`config.mk`:
```
export PLATFORM = sky130hd
export DESIGN_NAME = seg_out_select
export DESIGN_NICKNAME = d
export VERILOG_FILES = /design/src/rtl/seg_sel_pkg.sv /design/src/rtl/seg_mode_sync.sv /design/src/rtl/seg_phase_decode.sv /design/src/rtl/seg_out_stage.sv /design/src/rtl/seg_out_select.sv
export SDC_FILE = /design/constraint.sdc
export NUM_CORES = 1
export LEC_CHECK = 0
export ABC_AREA = 1
export ABC_CLOCK_PERIOD_IN_PS = 2600
export BUFFER_PORTS_ARGS = -buffer_cell sky130_fd_sc_hd__buf_2
export CAP_MARGIN = 15
export CORE_MARGIN = 2
export CORE_UTILIZATION = 25
export DETAILED_ROUTE_END_ITERATION = 10
export SYNTH_ARGS = -nofsm -noshare
export SYNTH_HDL_FRONTEND = slang
export SYNTH_SLANG_ARGS = --single-unit
```
`constraint.sdc`:
```
create_clock -name clk -period 2.6 [get_ports clk]
set_input_delay 0.26 -clock clk [delete_from_list [all_inputs] [get_ports clk]]
set_output_delay 0.26 -clock clk [all_outputs]
set_load 0.01 [all_outputs]
```
`src/rtl/seg_sel_pkg.sv`:
```
package seg_sel_pkg;
  localparam int unsigned PHASES = 3;
  localparam int unsigned CODE_W = $clog2(PHASES + 1);
  typedef logic [CODE_W-1:0] phase_code_t;
  localparam phase_code_t PH_NONE = '0;
endpackage

```
`src/rtl/seg_mode_sync.sv`:
```
module seg_mode_sync #(
  parameter int unsigned STAGES = 2,
  parameter bit RST_VAL = 1'b1
) (
  input  logic clk,
  input  logic rst_n,
  input  logic pin_a,
  output logic pin_s
);
  logic [STAGES-1:0] chain;

  always_ff @(posedge clk or negedge rst_n) begin
    if (!rst_n) chain <= {STAGES{RST_VAL}};
    else        chain <= {chain[STAGES-2:0], pin_a};
  end

  assign pin_s = chain[STAGES-1];
endmodule

```
`src/rtl/seg_phase_decode.sv`:
```
module seg_phase_decode
  import seg_sel_pkg::*;
#(
  parameter int unsigned N_PH = PHASES
) (
  input  logic            clk,
  input  logic            rst_n,
  input  logic            master,
  input  phase_code_t     int_code,
  input  logic            int_dim,
  input  logic            ext_s1,
  input  logic            ext_s2,
  input  logic            ext_dim,
  output logic [N_PH-1:0] sel_oh,
  output logic            dim_gate
);
  phase_code_t code;

  assign code     = master ? int_code : phase_code_t'({ext_s2, ext_s1});
  assign dim_gate = master ? int_dim : ext_dim;

  for (genvar k = 0; k < N_PH; k++) begin : g_dec
    assign sel_oh[k] = (code == phase_code_t'(k + 1));
  end

  // the phase decode never selects two latches at once
  p_sel_onehot_r6: assert property (@(posedge clk) disable iff (!rst_n)
    $onehot0(sel_oh));
endmodule

```
`src/rtl/seg_out_stage.sv`:
```
module seg_out_stage
  import seg_sel_pkg::*;
#(
  parameter int unsigned SEG_W = 56,
  parameter int unsigned N_PH  = PHASES
) (
  input  logic                       clk,
  input  logic                       rst_n,
  input  logic                       master,
  input  logic [N_PH-1:0][SEG_W-1:0] lats,
  input  logic [N_PH-1:0]            sel_oh,
  input  logic                       dim_gate,
  input  phase_code_t                int_code,
  input  logic                       int_dim,
  output logic [SEG_W-1:0]           seg_q,
  output logic [N_PH-1:0]            grid_n,
  output logic                       dim_out,
  output phase_code_t                sync_out
);
  logic [SEG_W-1:0] seg_d;
  logic [N_PH-1:0]  grid_d;

  always_comb begin
    seg_d = '0;
    for (int k = 0; k < N_PH; k++)
      seg_d |= lats[k] & {SEG_W{sel_oh[k]}};
    seg_d &= {SEG_W{dim_gate}};
  end

  assign grid_d = master ? ~(sel_oh & {N_PH{dim_gate}}) : '1;

  always_ff @(posedge clk or negedge rst_n) begin
    if (!rst_n) begin
      seg_q    <= '0;
      grid_n   <= '1;
      dim_out  <= 1'b0;
      sync_out <= PH_NONE;
    end else begin
      seg_q    <= seg_d;
      grid_n   <= grid_d;
      dim_out  <= master & int_dim;
      sync_out <= master ? int_code : PH_NONE;
    end
  end

  // a dark brightness pulse darkens every segment on the next cycle
  p_dark_dim_r7: assert property (@(posedge clk) disable iff (!rst_n)
    !dim_gate |=> (seg_q == '0));
  // no phase selected gives dark segments
  p_no_phase_dark_r9: assert property (@(posedge clk) disable iff (!rst_n)
    (sel_oh == '0) |=> (seg_q == '0));
  // slave mode forces grids off and forwarded signals low
  p_slave_quiet_r8: assert property (@(posedge clk) disable iff (!rst_n)
    !master |=> (grid_n == '1 && !dim_out && sync_out == PH_NONE));
  // at most one grid enable active
  p_grid_single_r4: assert property (@(posedge clk) disable iff (!rst_n)
    $onehot0(~grid_n));
  // forwarded brightness follows the internal pulse in master mode
  p_fwd_dim_r5: assert property (@(posedge clk) disable iff (!rst_n)
    master |=> (dim_out == $past(int_dim)));
endmodule

```
`src/rtl/seg_out_select.sv`:
```
module seg_out_select
  import seg_sel_pkg::*;
#(
  parameter int unsigned SEG_W = 56,
  parameter int unsigned SYNC_STAGES = 2
) (
  input  logic                  clk,
  input  logic                  rst_n,
  input  logic                  ms_pin,
  input  logic [SEG_W-1:0]      lat_g1,
  input  logic [SEG_W-1:0]      lat_g2,
  input  logic [SEG_W-1:0]      lat_g3,
  input  logic [CODE_W-1:0]     tg_grid,
  input  logic                  tg_dim,
  input  logic                  sync_in1,
  input  logic                  sync_in2,
  input  logic                  dim_in,
  output logic [SEG_W-1:0]      seg_q,
  output logic [PHASES-1:0]     grid_n,
  output logic                  dim_out,
  output logic                  sync_out1,
  output logic                  sync_out2
);
  logic                         master_s;
  logic [PHASES-1:0]            sel_oh;
  logic                         dim_gate;
  phase_code_t                  sync_code;
  logic [PHASES-1:0][SEG_W-1:0] lats;

  assign lats = {lat_g3, lat_g2, lat_g1};

  seg_mode_sync #(.STAGES(SYNC_STAGES), .RST_VAL(1'b1)) u_msync (
    .clk(clk), .rst_n(rst_n), .pin_a(ms_pin), .pin_s(master_s));

  seg_phase_decode #(.N_PH(PHASES)) u_dec (
    .clk(clk), .rst_n(rst_n), .master(master_s), .int_code(tg_grid),
    .int_dim(tg_dim), .ext_s1(sync_in1), .ext_s2(sync_in2),
    .ext_dim(dim_in), .sel_oh(sel_oh), .dim_gate(dim_gate));

  seg_out_stage #(.SEG_W(SEG_W), .N_PH(PHASES)) u_out (
    .clk(clk), .rst_n(rst_n), .master(master_s), .lats(lats),
    .sel_oh(sel_oh), .dim_gate(dim_gate), .int_code(tg_grid),
    .int_dim(tg_dim), .seg_q(seg_q), .grid_n(grid_n),
    .dim_out(dim_out), .sync_out(sync_code));

  assign sync_out1 = sync_code[0];
  assign sync_out2 = sync_code[1];

  // master mode with the internal pulse low darkens all segments
  p_master_dim_r2: assert property (@(posedge clk) disable iff (!rst_n)
    (master_s && !tg_dim) |=> (seg_q == '0));
endmodule

```
# ---- After elaboration in Yosys (flattened, before gate mapping)
# Cells that the tools add are included.
dict set report word_totals {
  word_cells 21
  out_inout_bits 62
  reg_bits 64
  inputBits 177
}
dict set report op_classes {
  bitwise_logic 9
  n_mux 4
  n_eq_ne 3
}
# operator count
set ops {}
lappend ops {{$and A56 B56 Y56} 4}
lappend ops {{$or A56 B56 Y56} 2}
lappend ops {{$eq A2 B2 Y1 const B} 2}
lappend ops {{$mux W2} 2}
lappend ops {{$and A3 B3 Y3} 1}
lappend ops {{$mux W3} 1}
lappend ops {{$not A3 Y3} 1}
lappend ops {{$eq A2 B1 Y1 const B} 1}
lappend ops {{$and A1 B1 Y1} 1}
lappend ops {{$mux W1} 1}

# ---- Logic depth before layout (Yosys ltp)
dict set report depth {
  word_depth 6
  mapped_depth 9
  depth_no_buf 7
}

# ---- Hierarchy
# A second synthesis with hierarchy kept.
dict set report unflattened {
  hier_cells 457
  hier_area_um2 3245.6
}
# mod n_inst area_each_um2 seq_area_each_um2 cells_each
set by_module_without_submodules {}
lappend by_module_without_submodules {seg_out_stage 1 3104.2 1555.2 432}
lappend by_module_without_submodules {seg_phase_decode 1 88.8 0.0 23}
lappend by_module_without_submodules {seg_mode_sync 1 52.6 52.6 2}

# ---- Worst setup path after synthesis
# OpenSTA, ideal clock, no wires.
dict set report synth_path {
  kind {reg-to-reg}
  from {reg u_msync.chain[1]}
  to {reg u_out.seg_q[13]}
  period_less_slack_ns 1.361
  setup_ns 0.114
  path_slack_ns 1.239
  arrival_time_ns 1.247
  t_required_ns 2.486
  path_stages_with_launch 10
  n_path_buf 2
  cell_sequence {dfstp_2 inv_2 nand2_1 nand2_2 buf_6 buf_4 nand3_1 nand3_1 nand2_1 inv_1}
}
dict set report synth_via {
  elab_chain_cells 6
  word_cells_on_any_way 11
  classes_between {eq/ne: 3; mux: 2; bitwise: 6}
}
# item line
set synth_lines {}
lappend synth_lines {{start, declared} seg_mode_sync.sv:10} ;# logic [STAGES-1:0] chain;
lappend synth_lines {{start signal, assigned} seg_mode_sync.sv:13} ;# if (!rst_n) chain <= {STAGES{RST_VAL}};
lappend synth_lines {{start signal, assigned} seg_mode_sync.sv:14} ;# else chain <= {chain[STAGES-2:0], pin_a};
lappend synth_lines {{$mux W2} seg_phase_decode.sv:19} ;# assign code = master ? int_code : phase_code_t'({ext_s2, ext_s1});
lappend synth_lines {{$eq A2 B1 Y1 / $eq A2 B2 Y1 (equally long branches)} seg_phase_decode.sv:23} ;# assign sel_oh[k] = (code == phase_code_t'(k + 1));
lappend synth_lines {{$and A56 B56 Y56} seg_out_stage.sv:26} ;# seg_d |= lats[k] & {SEG_W{sel_oh[k]}};
lappend synth_lines {{$or A56 B56 Y56 (2 in series)} seg_out_stage.sv:26}
lappend synth_lines {{$and A56 B56 Y56 (*)} seg_out_stage.sv:27} ;# seg_d &= {SEG_W{dim_gate}};
lappend synth_lines {{named net u_out.seg_d[13]} seg_out_stage.sv:20} ;# logic [SEG_W-1:0] seg_d;
lappend synth_lines {{end signal, assigned} seg_out_stage.sv:39} ;# seg_q <= seg_d;
lappend synth_lines {{end, declared} seg_out_stage.sv:15} ;# output logic [SEG_W-1:0] seg_q,
# The timed path passes the listed nets; every way through them passes the cells marked *.

# ---- Worst setup path after layout
dict set report layout_path {
  from {reg u_msync.chain[1]}
  to {reg u_out.seg_q[18]}
}
# Same word-level chain as after synthesis.

==> results.cfg <==
[status]
status = complete, no violations

[finish]
drive_gt1_share_pct = 39.8
antennaDiodeCount = 0
fillers = 1535
final_area_sq_mm = 0.00506
regArea_sq_mm = 0.00161
multiInputGateArea_sq_mm = 0.00143
syn_to_final_growth_pct = 42.6
final_nets = 856
post-route-util_pct = 36.5

[pwr]
ir_drop_uv = 252
totalPowerFinal_mw = 2.81
p_leak_nw = 3.13
p_per_area_mw_per_mm2 = 555

[clocking]
hold_buffers = 0
post-cts-setup-buffers = 0
cts_root_buffer = clkbuf_16
clk_pin_slew_ns = 0.05
cts_resized = 0
cts_tree = done
cts.sinks = 64
cts_max_path_buffers = 2
cts_buffers = 9
cts_max_level = 3
clk_latency_ns = 0.33

[worst_setup_path]
slowest_delay_ns = 0.59
worstPathRequired_ns = 2.86
crit_top_cell = nand3_1
crit_chain = nand2_2, nand2_4, buf_12, nand3_1, nand3_1, nand2_1, inv_1
worstPathMaxFanout = 65
worst_setup_path_end_kind = flop
startpoint_type = flop
arrival_ns = 2.18
cp_slowest_cell = dfstp_2
path_class = reg -> reg

[synth]
yosys_warnings = 0
synth-seq-cells = 64
syn_area_per_cell_sq_um = 7.65
synth.distinct_cells = 13
synth.cell_area_sq_mm = 0.00355
yosysSeqAreaShare_pct = 45.3
synth_fp_nets = 641
postSynthCellCount = 464

[detailed_routing]
drt_iter0_drc = 113
via_per_inst = 4.53
drc = 0
wire_per_inst_um = 13.1
ant_nets = 0
wl_um = 11300
drt_first_pass_iters = 4
vias = 3918

[sta]
finalCritPeriodShare_pct = 73.8
setup_violations = 0
relSlewSlack_pct = 45.2
slew_viol_final = 0
hold_ws_ns = 0.0336
rsz0062_at_grt = no
skew_ns = 0.00442
period_needed_ns = 1.92
max_freq_ghz = 0.521
setup_tns_ns = 0
hold_viol_final = 0
worst_pin_slew_ns = 0.822

[flow_run]
drv_cap = 0

[placed_design]
hpwl_um = 8310
detailed_place.area_sq_mm = 0.00479
port_buffers = 238
place_congestion = 0.770

[grt]
grt_overflow = 0
met3_usage_pct = 4.98
busiest_layer = met2
use_met1_pct = 17.2
grt_pass1_wl_um = 17400
antenna_found_initial = 0
grtUsageTotal_pct = 14.9
grt_use_met2_pct = 25.2
grt_max_degree = 66
grt_pass1_vias = 3638

[floorplanning]
die-area_sq_mm = 0.0152
fp.dieW_um = 123
fp.dieH_um = 123
core_sq_mm = 0.0139
ioPinCount = 239
start_util_pct = 25.6
num_rows = 43

[hold_path]
hold_class = in -> async
==> flip-flops by register name (all words and copies together), names as in the netlist <==
name and flops:
u_msync.chain 2, u_out.dim_out 1, u_out.grid_n 3, u_out.seg_q 56, u_out.sync_out 2
==> worst paths after layout <==
check	from	end	slack, ns	cells after the start
worst max-delay path	u_msync.chain[1]	u_out.seg_q[18]	0.68	7
worst min-delay path	rst_n	u_out.seg_q[45]	0.03	1
worst max register to register	u_msync.chain[1]	u_out.seg_q[18]	0.68	7
worst min register to register	u_msync.chain[0]	u_msync.chain[1]	0.35	0
max in group asynchronous	rst_n	u_out.seg_q[19]	2.03	1
min in group clk	ms_pin	u_msync.chain[0]	0.03	1
==> metrics by stage <==
stage	worst slack, ns	instances
after floorplan	1.24	464
after global placement	0.700	848
after detailed placement	0.666	848
after CTS	0.653	864
after global routing	0.456	864
final	0.681	864
==> synthesized netlist by cell type <==
library cell | count | share of area, %
nand3_1 | 227 | 32
nand2_1 | 61 | 6.5
dfrtp_1 | 59 | 42
inv_1 | 59 | 6.2
buf_2 | 19 | 2.7
buf_4 | 13 | 2.8
buf_6 | 9 | 2.9
dfstp_2 | 5 | 3.7
nand2_2 | 4 | 0.71
inv_2 | 3 | 0.32
nor2_1 | 2 | 0.21
nor2_2 | 2 | 0.35
clkbuf_1 | 1 | 0.11
==> cells in the final DEF (no fill, tap or decap) <==
master and instances:
nand2_2 3, dfrtp_1 59, buf_12 3, inv_2 3, inv_1 59, nor2_1 2, dfstp_2 5, nand3_1 227
nand2_4 2, clkbuf_1 5, buf_2 237, buf_4 6, nor2_4 2, clkbuf_8 2, clkbuf_16 9, nand2_1 60
==> where the power goes <==
| group | total [mW] | internal (mW) | switching (mW) | leakage (nW) |
|---|---|---|---|---|
| registers | 1.09 | 1.07 | 0.0172 | 0.843 |
| logic | 0.618 | 0.255 | 0.363 | 2.15 |
| clock network | 1.11 | 0.699 | 0.409 | 0.131 |
| total | 2.81 | 2.02 | 0.789 | 3.13 |
==> area by class of cell <==
type | count | area share (%)
Sequential cell | 64 | 31.8
Multi-Input combinational cell | 296 | 28.3
Timing Repair Buffer | 246 | 25.5
Tap cell | 180 | 4.45
Inverter | 62 | 4.60
Clock buffer | 16 | 5.36
==> critical path, delay by kind of cell, from the launching register on <==
family / cells / cell delay, ns
buffers and inverters: 2 / 0.37
flip-flops: 1 / 0.59
AND/OR/NAND/NOR: 5 / 0.85
==> cell families after synthesis <==
group	count (synthesis)	synth area share, %
buffers and inverters	104	15.0
and+or+nand+nor	296	39.7
DFF	64	45.3
==> layer usage <==
metal	share of wire, %	vias up
met2	48	169
met4	1.7	0
met3	9.8	15
li1	-	1956
met1	40	1778
met5	0	-
Power figures use the tool's default switching activity.
